File: src/rtl/jag_pkg.sv
package jag_pkg;

  typedef enum logic [2:0] {
    CL_BYP  = 3'd0,
    CL_ID   = 3'd1,
    CL_BSC  = 3'd2,
    CL_DBG  = 3'd3,
    CL_FLS  = 3'd4,
    CL_AUTH = 3'd5,
    CL_BAD  = 3'd6
  } icls_t;

  localparam int NCLS = 5;

  typedef logic [1:0] lvl_t;
  localparam lvl_t LVL_P1 = 2'd0;
  localparam lvl_t LVL_P2 = 2'd1;
  localparam lvl_t LVL_P3 = 2'd2;
  localparam lvl_t LVL_P4 = 2'd3;

  // table row per level, one bit per class (bit index = class code)
  localparam logic [4*NCLS-1:0] PERM_DEFAULT =
    {5'b00001, 5'b00111, 5'b11001, 5'b11111};

  function automatic logic lvl_allows(input logic [4*NCLS-1:0] tbl,
                                      input lvl_t lv, input icls_t c);
    logic ok;
    if (c == CL_AUTH)     ok = 1'b1;
    else if (c == CL_BAD) ok = 1'b0;
    else                  ok = tbl[int'(lv) * NCLS + int'(c)];
    return ok;
  endfunction

endpackage

File: src/rtl/jag_ir_filter.sv
module jag_ir_filter
  import jag_pkg::*;
#(
  parameter int IR_W = 4,
  parameter logic [IR_W-1:0] OP_BYPASS = '1,
  parameter logic [IR_W-1:0] OP_IDCODE = IR_W'(1),
  parameter logic [IR_W-1:0] OP_EXTEST = IR_W'(0),
  parameter logic [IR_W-1:0] OP_SAMPLE = IR_W'(2),
  parameter logic [IR_W-1:0] OP_AUTH   = IR_W'(7),
  parameter int DBG_BASE = 8,
  parameter int DBG_CNT  = 4,
  parameter int FLS_BASE = 12,
  parameter int FLS_CNT  = 2,
  parameter logic [4*NCLS-1:0] PERM_TBL = PERM_DEFAULT
) (
  input  logic            tck,
  input  logic            trst_n,
  input  logic            upd_ir,
  input  logic [IR_W-1:0] ir_in,
  input  lvl_t            level,
  output logic [IR_W-1:0] ir_eff,
  output logic            blocked,
  output icls_t           eff_cls
);

  function automatic icls_t classify(input logic [IR_W-1:0] op);
    icls_t c;
    int v;
    v = int'(op);
    if (op == OP_BYPASS)                               c = CL_BYP;
    else if (op == OP_IDCODE)                          c = CL_ID;
    else if (op == OP_EXTEST || op == OP_SAMPLE)       c = CL_BSC;
    else if (op == OP_AUTH)                            c = CL_AUTH;
    else if (v >= DBG_BASE && v < DBG_BASE + DBG_CNT)  c = CL_DBG;
    else if (v >= FLS_BASE && v < FLS_BASE + FLS_CNT)  c = CL_FLS;
    else                                               c = CL_BAD;
    return c;
  endfunction

  icls_t in_cls;
  logic  allow_now;
  logic  ev_pass;
  logic  ev_filter;

  assign in_cls    = classify(ir_in);
  assign allow_now = lvl_allows(PERM_TBL, level, in_cls);
  assign ev_pass   = upd_ir && allow_now;
  assign ev_filter = upd_ir && !allow_now;

  always_ff @(posedge tck or negedge trst_n) begin
    if (!trst_n) begin
      ir_eff  <= OP_BYPASS;
      blocked <= 1'b0;
    end else if (ev_pass) begin
      ir_eff  <= ir_in;
      blocked <= 1'b0;
    end else if (ev_filter) begin
      ir_eff  <= OP_BYPASS;
      blocked <= 1'b1;
    end
  end

  assign eff_cls = classify(ir_eff);

  // a filtered request leaves BYPASS in the instruction output
  a_r4_blocked_bypass: assert property (@(posedge tck) disable iff (!trst_n)
    blocked |-> ir_eff == OP_BYPASS);

  // the instruction output only moves on an Update-IR
  a_r4_hold_between: assert property (@(posedge tck) disable iff (!trst_n)
    !$past(upd_ir) |-> $stable(ir_eff));

  // the authentication code is never filtered
  a_r5_auth_passes: assert property (@(posedge tck) disable iff (!trst_n)
    ($past(upd_ir) && classify($past(ir_in)) == CL_AUTH) |-> ir_eff == OP_AUTH);

endmodule

File: src/rtl/jag_auth.sv
module jag_auth
  import jag_pkg::*;
#(
  parameter int KEY_W = 16,
  parameter logic [KEY_W-1:0] KEY = 16'hC35A,
  parameter int MAX_FAILS = 3
) (
  input  logic tck,
  input  logic trst_n,
  input  logic shift_en,
  input  logic upd_en,
  input  logic tdi,
  output lvl_t level,
  output logic locked
);

  localparam int AUTH_W = KEY_W + 2;
  localparam int FCW    = $clog2(MAX_FAILS + 1);

  // every bit is examined, so the compare takes the same path for any input
  function automatic logic key_equal(input logic [KEY_W-1:0] a,
                                     input logic [KEY_W-1:0] b);
    logic [KEY_W-1:0] diff;
    diff = a ^ b;
    return ~|diff;
  endfunction

  logic [AUTH_W-1:0] sr;
  logic [FCW-1:0]    fails;
  lvl_t              req;
  logic [KEY_W-1:0]  cred;
  logic              cred_ok;
  logic              is_lower;
  logic              ev_raise;
  logic              ev_unlock;
  logic              ev_fail;

  assign req       = sr[1:0];
  assign cred      = sr[AUTH_W-1:2];
  assign cred_ok   = key_equal(cred, KEY);
  assign is_lower  = req < level;
  assign locked    = (fails == FCW'(MAX_FAILS));
  assign ev_raise  = upd_en && !is_lower;
  assign ev_unlock = upd_en && is_lower && !locked && cred_ok;
  assign ev_fail   = upd_en && is_lower && !locked && !cred_ok;

  always_ff @(posedge tck or negedge trst_n) begin
    if (!trst_n)       sr <= '0;
    else if (upd_en)   sr <= '0;
    else if (shift_en) sr <= {tdi, sr[AUTH_W-1:1]};
  end

  always_ff @(posedge tck or negedge trst_n) begin
    if (!trst_n)                     level <= LVL_P4;
    else if (ev_raise || ev_unlock)  level <= req;
  end

  always_ff @(posedge tck or negedge trst_n) begin
    if (!trst_n)      fails <= '0;
    else if (ev_fail) fails <= fails + FCW'(1);
  end

  // the level only drops after a matching credential while unlocked
  a_r7_lower_needs_key: assert property (@(posedge tck) disable iff (!trst_n)
    (level < $past(level)) |-> $past(upd_en && cred_ok && !locked));

  // a request at or above the current level always takes effect
  a_r6_raise_free: assert property (@(posedge tck) disable iff (!trst_n)
    $past(upd_en && (sr[1:0] >= level)) |-> level == $past(sr[1:0]));

  // failures step by one and the lockout persists until reset
  a_r8_fail_step: assert property (@(posedge tck) disable iff (!trst_n)
    (fails != $past(fails)) |-> fails == $past(fails) + FCW'(1));

  a_r8_lock_sticky: assert property (@(posedge tck) disable iff (!trst_n)
    $past(locked) |-> locked);

endmodule

File: src/rtl/jag_tdo_gate.sv
module jag_tdo_gate
  import jag_pkg::*;
(
  input  icls_t eff_cls,
  input  lvl_t  level,
  input  logic  dr_tdo_in,
  output logic  tdo_out
);

  logic pass;

  assign pass    = (eff_cls != CL_AUTH) && (level != LVL_P4);
  assign tdo_out = pass & dr_tdo_in;

endmodule

File: src/rtl/jtag_access_gate.sv
module jtag_access_gate
  import jag_pkg::*;
#(
  parameter int IR_W  = 4,
  parameter int KEY_W = 16,
  parameter logic [KEY_W-1:0] KEY = 16'hC35A,
  parameter int MAX_FAILS = 3,
  parameter logic [4*NCLS-1:0] PERM_TBL = PERM_DEFAULT
) (
  input  logic            tck,
  input  logic            trst_n,
  input  logic            tap_update_ir,
  input  logic [IR_W-1:0] ir_in,
  input  logic            tap_shift_dr,
  input  logic            tap_update_dr,
  input  logic            tdi,
  input  logic            dr_tdo_in,
  output logic [IR_W-1:0] ir_eff,
  output logic            ir_blocked,
  output logic            tdo_out,
  output logic [1:0]      prot_level,
  output logic            auth_locked
);

  icls_t eff_cls;
  lvl_t  level;
  logic  auth_sel;
  logic  auth_shift;
  logic  auth_upd;

  assign auth_sel   = (eff_cls == CL_AUTH);
  assign auth_shift = auth_sel && tap_shift_dr;
  assign auth_upd   = auth_sel && tap_update_dr;

  jag_ir_filter #(
    .IR_W     (IR_W),
    .PERM_TBL (PERM_TBL)
  ) u_filter (
    .tck     (tck),
    .trst_n  (trst_n),
    .upd_ir  (tap_update_ir),
    .ir_in   (ir_in),
    .level   (level),
    .ir_eff  (ir_eff),
    .blocked (ir_blocked),
    .eff_cls (eff_cls)
  );

  jag_auth #(
    .KEY_W     (KEY_W),
    .KEY       (KEY),
    .MAX_FAILS (MAX_FAILS)
  ) u_auth (
    .tck      (tck),
    .trst_n   (trst_n),
    .shift_en (auth_shift),
    .upd_en   (auth_upd),
    .tdi      (tdi),
    .level    (level),
    .locked   (auth_locked)
  );

  jag_tdo_gate u_tdo (
    .eff_cls   (eff_cls),
    .level     (level),
    .dr_tdo_in (dr_tdo_in),
    .tdo_out   (tdo_out)
  );

  assign prot_level = level;

  // no serial data leaves the chip at the closed level
  a_r9_closed_silent: assert property (@(posedge tck) disable iff (!trst_n)
    (prot_level == LVL_P4) |-> !tdo_out);

  // the authentication register never reaches the pin
  a_r9_auth_silent: assert property (@(posedge tck) disable iff (!trst_n)
    (ir_eff == IR_W'(7)) |-> !tdo_out);

endmodule

File: config.mk
export PLATFORM = sky130hd
export DESIGN_NAME = jtag_access_gate
export DESIGN_NICKNAME = d
export VERILOG_FILES = /design/src/rtl/jag_pkg.sv /design/src/rtl/jag_ir_filter.sv /design/src/rtl/jag_auth.sv /design/src/rtl/jag_tdo_gate.sv /design/src/rtl/jtag_access_gate.sv
export SDC_FILE = /design/constraint.sdc
export NUM_CORES = 1
export LEC_CHECK = 0
export ABC_AREA = 0
export BUFFER_PORTS_ARGS = -buffer_cell sky130_fd_sc_hd__buf_4
export CORE_MARGIN = 2
export CORE_UTILIZATION = 50
export DETAILED_ROUTE_END_ITERATION = 6
export PLACE_DENSITY_LB_ADDON = 0.05
export SETUP_SLACK_MARGIN = 0.02
export SYNTH_ARGS = -nofsm -noshare
export SYNTH_HDL_FRONTEND = slang
export SYNTH_SLANG_ARGS = --single-unit
export TNS_END_PERCENT = 1
File: constraint.sdc
create_clock -name tck -period 2.65 [get_ports tck]
set_clock_uncertainty 0.1 [all_clocks]
set_input_delay 0 -clock tck [delete_from_list [all_inputs] [get_ports tck]]
set_output_delay 0 -clock tck [all_outputs]
set_load 0.05 [all_outputs]
### After elaboration in Yosys (flattened, before gate mapping)

Memories as Yosys holds them, arrays and structs flattened.
Index checks and enable logic that the tools add are counted.

| word-level totals | value |
|---|---|
| bits in read-only memories | 32 |
| logic and storage cells | 83 |
| output and inout bits | 9 |
| register bits after elaboration | 27 |
| memories kept | 1 |

| cells by class | value |
|---|---|
| $mul | 1 |
| bitwise gates (word level) | 2 |
| $add $sub $neg | 2 |
| mux-type cells | 22 |
| $lt $le $gt $ge | 10 |
| reductions and logical operators | 26 |
| equality and inequality tests | 14 |

Memory list:

| memory | words | width | rd ports | clocked after Yosys merged registers in | wr ports | RTL line | source |
|---|---|---|---|---|---|---|---|
| (name not given) | 32 | 1 | 1 | 0 | 0 | jag_pkg.sv:30 | `else ok = tbl[int'(lv) * NCLS + int'(c)];` |

Operators with widths:

| kind | count |
|---|---|
| two-way mux 18 bit | 2 |
| adder 32 x 4 -> 32 bit | 1 |
| < comparator 32 x 7 -> 1 bit (second input constant) | 1 |
| two-way mux 3 bit | 10 |
| greater-or-equal comparator 4 bit (second input constant) | 4 |
| < comparator 4 bit (second input constant) | 4 |
| OR reduction 16 bit | 1 |
| logical AND 1 bit | 14 |
| == test 3 bit (second input constant) | 3 |
| == test 4 x 1 -> 1 bit (second input constant) | 2 |
| == test 4 x 2 -> 1 bit (second input constant) | 2 |
| == test 4 x 3 -> 1 bit (second input constant) | 2 |
| == test 4 bit (second input constant) | 2 |
| zero test 4 bit | 2 |
| two-way mux 4 bit | 2 |
| inverter 8 bit | 1 |
| two-way mux 1 bit | 6 |
| multiplier 2 x 3 -> 5 bit (second input constant) | 1 |
| zero test 1 bit | 4 |
| two-way mux 2 bit | 2 |
| nonzero test 2 bit | 2 |
| logical OR 1 bit | 3 |
| != test 3 bit (second input constant) | 1 |
| adder 2 x 1 -> 2 bit (second input constant) | 1 |
| other kinds (4) | 4 |

### Logic depth before layout (Yosys ltp)

| logic depth | value |
|---|---|
| word-level depth | 18 |
| gate-level depth with buffers | 12 |
| depth with buffers taken out | 12 |

### By module

Synthesis repeated with hierarchy kept, for this count alone.

| unflattened totals | value |
|---|---|
| cell total of the unflattened synthesis | 152 |
| area total of the unflattened synthesis | 1554.0 sq um |

Modules (own cells, without submodules):

| module | cells each | times used | area each (sq um) |
|---|---|---|---|
| jag_auth | 80 | 1 | 989.7 |
| jag_ir_filter | 67 | 1 | 526.8 |
| jtag_access_gate | 2 | 1 | 20.0 |
| jag_tdo_gate | 3 | 1 | 17.5 |

### Worst setup path after synthesis

OpenSTA, ideal clock, no wires.

| path | value |
|---|---|
| path kind | register -> register |
| start | register u_auth.level[0] |
| end | register u_filter.blocked |
| slack | 0.312 ns |
| required time | 2.427 ns |
| period minus slack after synthesis | 2.338 ns |
| data arrival time | 2.115 ns |
| stages on the path, launching flop included | 8 |
| buffers on the path | 0 |
| path through | dfstp_2 -> ha_1 -> inv_1 -> fa_1 -> a2111oi_2 -> a311oi_2 -> a21oi_2 -> nor2_1 |

| between the ends | value |
|---|---|
| longest elaborated chain between the ends | 10 |
| elaborated cells between the ends (all ways) | 12 |
| classes of those cells | add/sub: 1; mul: 1; mux: 5; reduce/logical: 4; memory: 1 |

RTL lines:

| item | RTL line | source |
|---|---|---|
| start, declared | jag_auth.sv:13 | `output lvl_t level,` |
| start signal, assigned | jag_auth.sv:55 | `else if (ev_raise \|\| ev_unlock) level <= req;` |
| multiplier 2 x 3 -> 5 bit * | jag_pkg.sv:30 |  |
| adder 32 x 4 -> 32 bit * | jag_pkg.sv:30 |  |
| memory (32 x 1 bit) * | n/a |  |
| two-way mux 1 bit (not written as such) * (2 in series) | jag_pkg.sv:30 |  |
| two-way mux 1 bit * | jag_pkg.sv:29 | `else if (c == CL_BAD) ok = 1'b0;` |
| two-way mux 1 bit * | jag_pkg.sv:28 | `if (c == CL_AUTH) ok = 1'b1;` |
| zero test 1 bit | jag_ir_filter.sv:48 | `assign ev_filter = upd_ir && !allow_now;` |
| logical AND 1 bit | jag_ir_filter.sv:48 |  |
| nonzero test 2 bit (no line) | n/a |  |
| end signal, assigned | jag_ir_filter.sv:53 | `blocked <= 1'b0;` |
| end signal, assigned | jag_ir_filter.sv:56 | `blocked <= 1'b0;` |
| end signal, assigned | jag_ir_filter.sv:59 | `blocked <= 1'b1;` |
| end, declared | jag_ir_filter.sv:22 | `output logic blocked,` |

Every way passes the cells marked *; elsewhere a longest branch is shown, timed or not. The select of a mux whose other input is x is not followed.
A chain may end at the register's enable or synchronous reset.

### Worst setup path after layout

| path | value |
|---|---|
| start | input ir_in[0] |
| end | register u_filter.ir_eff[2] |

| between the ends | value |
|---|---|
| longest elaborated chain between the ends | 17 |
| elaborated cells between the ends (all ways) | 31 |
| classes of those cells | add/sub: 1; order compare: 4; eq/ne: 6; mux: 11; reduce/logical: 8; memory: 1 |

RTL lines:

| item | RTL line | source |
|---|---|---|
| start, declared | jtag_access_gate.sv:13 | `input logic [IR_W-1:0] ir_in,` |
| greater-or-equal comparator 4 bit / < comparator 4 bit (equally long branches) | jag_ir_filter.sv:35 | `else if (v >= FLS_BASE && v < FLS_BASE + FLS_CNT) c = CL_FLS;` |
| logical AND 1 bit | jag_ir_filter.sv:35 |  |
| two-way mux 2 bit | jag_ir_filter.sv:35 |  |
| two-way mux 3 bit | jag_ir_filter.sv:34 | `else if (v >= DBG_BASE && v < DBG_BASE + DBG_CNT) c = CL_DBG;` |
| two-way mux 3 bit | jag_ir_filter.sv:33 | `else if (op == OP_AUTH) c = CL_AUTH;` |
| two-way mux 3 bit | jag_ir_filter.sv:32 | `else if (op == OP_EXTEST \|\| op == OP_SAMPLE) c = CL_BSC;` |
| two-way mux 3 bit | jag_ir_filter.sv:31 | `else if (op == OP_IDCODE) c = CL_ID;` |
| two-way mux 3 bit * | jag_ir_filter.sv:30 | `if (op == OP_BYPASS) c = CL_BYP;` |
| adder 32 x 4 -> 32 bit | jag_pkg.sv:30 |  |
| memory (32 x 1 bit) | n/a |  |
| two-way mux 1 bit (not written as such) (2 in series) | jag_pkg.sv:30 |  |
| two-way mux 1 bit | jag_pkg.sv:29 |  |
| two-way mux 1 bit * | jag_pkg.sv:28 |  |
| zero test 1 bit | jag_ir_filter.sv:48 |  |
| logical AND 1 bit | jag_ir_filter.sv:48 |  |
| nonzero test 2 bit (no line) | n/a |  |
| end signal, assigned | jag_ir_filter.sv:55 | `ir_eff <= ir_in;` |
| end, declared | jag_ir_filter.sv:21 | `output logic [IR_W-1:0] ir_eff,` |

Marked as above.

==> reports/summary.txt <==
CP Cell Sequence: dlygate4sd3_1 -> buf_4 -> nand2_1 -> o31ai_1 -> ha_2 -> inv_1 -> fa_1 -> a2111oi_2 -> a311oi_2 -> a21oi_2 -> a21oi_1
Post-synthesis sequential area ratio: 45.0%
Post-synth EDFFs: 0
Synth top area cells: dfrtp_1, dfstp_2, nand2_1, a21oi_1, ha_1
Routed wire length: 3120 µm
First-pass GRT wire length: 5330 µm
DP Cell Count: 207
Avg Cell Area, Syn: 9.43 µm²
Grt ovf: 0
Tightest Pin Transition: 0.546 ns
GRT Resource Usage Total: 20.1%
Worst Path Arrival: 2.67 ns
Largest fanout on the critical path: 4
CORE AREA: 0.00283 mm²
Initial Utilization: 53.6%
Maxcap violations: 0
Clock latency on the worst-skew pair: 0.33 ns
Final Max Tran Viols: 0
Final setup viols: 0
Critical Path Source Type: input port
Die width: 59.1 µm
Post-route insts no fill: 221
Max Clk Rate: 0.400 GHz
Remaining DRCs: 0
Status: complete, no violations
CP peak stage delay: 0.54 ns
Flop and latch count out of synthesis: 27
Number of antenna violations at the first check in global routing: 0
Iter 0 DRT Violations: 31
I/O pin count: 20
Synth Net Count: 178
Crit-path slowest cell: dlygate4sd3_1
Top FF cell, synth: dfrtp_1
Vias in the first global route: 1,154
Final critical-path share of the clock period: 94.4%
Share of post-route cells with drive strength above 1: 23.2%
Post-Route Utilization: 64.0%
Clock H-tree levels: 1
Final ANT Viol Nets: 0
Synth top area share: 34.6%
Max clock buf depth: 2
Crit path kind: input port to flip-flop
Mapped Cells: 161
Fin nets: 208
Final Hold Viols: 0
Worst path bufs/invs: 3
Via count: 1,244
Fillers: 243
Routed via count divided by cell count: 5.63
Total chip power: 0.922 mW
Asr flop ratio synth: 100%
Pin count of the biggest net entering global routing: 28
Layout area overhead: 19.2%
Synth warn: 0
Gpl congestion: 0.809
RSZ-0062 raised after global routing: false
Seq. cell area: 683 µm²
Peak supply drop: 245 µV
Clk slew on worst S/H paths: 0.15 ns
Area occupied by multi-input gates: 777 µm²
Router iterations before antenna repair: 5
Pwr/cell area: 510 mW/mm²
Die height: 59.1 µm
CP Data Required Time: 2.82 ns
CP delay by family, top: compound AO/OA/AOI/OAI gates
Slew margin rel.: 63.6%
ANT cells: 0
Final min period: 2.50 ns
Hold WC Path Type: input port to asynchronous set/reset pin
Detailed placement HPWL: 2280 µm
Clk Tree Root Cell: clkbuf_4
Row count: 19
PortBufs: 19
Final TNS setup: 0 ns
Num CTS Buffers: 3
CTS sink count: 27
CTS tree: built
Detailed-route wire length per cell: 14.1 µm
Netlist Area Pre-Place: 0.00152 mm²
Largest area contributor in the netlist: dfrtp_1
Unique masters post-synth: 39
Die footprint: 0.00349 mm²
CP endpoint kind: flip-flop
Leak pwr: 0.784 nW
state kept, by name, indices dropped and copies added (netlist names):
signal / cells
u_filter.blocked: 1
u_auth.sr: 18
u_filter.ir_eff: 4
u_auth.fails: 2
u_auth.level: 2
final timing paths:
path / cells after the start / start / slack [ns] / to
hold reg to reg: 1 / u_auth.fails[0] / 0.40 / u_auth.fails[0]
max in group asynchronous: 2 / trst_n / 2.15 / u_auth.level[1]
min in group tck: 4 / tap_shift_dr / 0.23 / u_auth.sr[9]
hold / removal: 2 / trst_n / 0.0004 / u_filter.blocked
setup / recovery: 11 / ir_in[0] / 0.15 / u_filter.ir_eff[2]
setup reg to reg: 7 / u_auth.level[0] / 0.31 / u_filter.ir_eff[2]
metal layers:
metal	vias to the layer above	track usage [%]	routed length (µm)	part of all wire, %
met2	18	32.7	1530	49
li1	613	-	-	-
met1	611	27.8	1480	47
met4	0	6.82	23	0.74
met3	2	2.62	97	3.1
met5	-	0	0	0
worst register-to-register path: stages, from the launching register on:
cell and delay, ns:
dfstp_2 0.62, ha_2 0.21, inv_1 0.06, fa_1 0.50, a2111oi_2 0.34, a311oi_2 0.10, a21oi_2 0.24, a21oi_1 0.12
cells in the final DEF, fill, tap and decap left out, drive strengths merged, types with 2 or more instances in the layout:
master	instances
and2	3
dfrtp	21
inv	8
clkbuf	3
nand4b	2
nand4	3
o21ai	9
and4b	2
and4bb	2
a31oi	2
nand2	41
dfstp	6
a21oi	22
dlygate4sd3	10
nor2	8
nor2b	4
buf	20
ha	5
mux2	3
power breakdown:
group          total (mW)  switching [mW]  leakage, nW  internal, mW
Combinational       0.221           0.125        0.426        0.0955
Clock               0.185           0.127       0.0139        0.0577
Sequential          0.517          0.0512        0.344         0.466
Total               0.922           0.303        0.784         0.619
cell type report:
| class | count | share of cell area (%) |
|---|---|---|
| Clock buffer | 3 | 1.24 |
| Multi-Input combinational cell | 121 | 42.9 |
| Timing Repair Buffer | 30 | 13.8 |
| Tap cell | 31 | 2.14 |
| Sequential cell | 27 | 37.8 |
| Inverter | 8 | 1.66 |
| Clock inverter | 1 | 0.415 |
Yosys cell counts, types with 2 or more instances:
cell type,count
and2_1,3
nand4_1,2
nor2_1,8
a31oi_1,2
dfrtp_1,21
mux2_4,3
and4bb_2,2
buf_2,3
inv_1,8
dfstp_2,6
and4b_1,2
ha_1,5
nand2_1,40
a21oi_1,21
o21ai_0,8
nor2b_1,4
timing repair:
action                                  CTS  global route
hold buffers                             10             0
endpoints found under the setup margin    0             1
endpoints found under the hold margin    34             0
setup buffers                             0             0
gates resized for setup                   0             1
metrics by stage:
| stage | hold slack [ns] | instance area (µm²) | setup WS, ns |
|---|---|---|---|
| 2_1_floorplan | -0.396 | 1520 | 0.312 |
| 6_report | 0.000417 | 1810 | 0.148 |
| 3_3_place_gp | -0.172 | 1680 | 0.453 |
| 5_1_grt | 0.0136 | 1810 | 0.0211 |
| 3_5_place_dp | -0.170 | 1680 | 0.348 |
| 4_1_cts | 0.0100 | 1810 | 0.196 |
logic make-up after synthesis:
kind of cell	after synthesis	share of synthesized area [%]
flip-flops	27	45.0
XOR/XNOR	2	1.15
buffers and inverters	13	3.96
AND/OR/NAND/NOR	69	24.6
AO/OA/AOI/OAI	40	16.2
multiplexers	4	3.63
adder cells (fa/ha/maj)	6	5.44
Power figures use the tool's default switching activity.
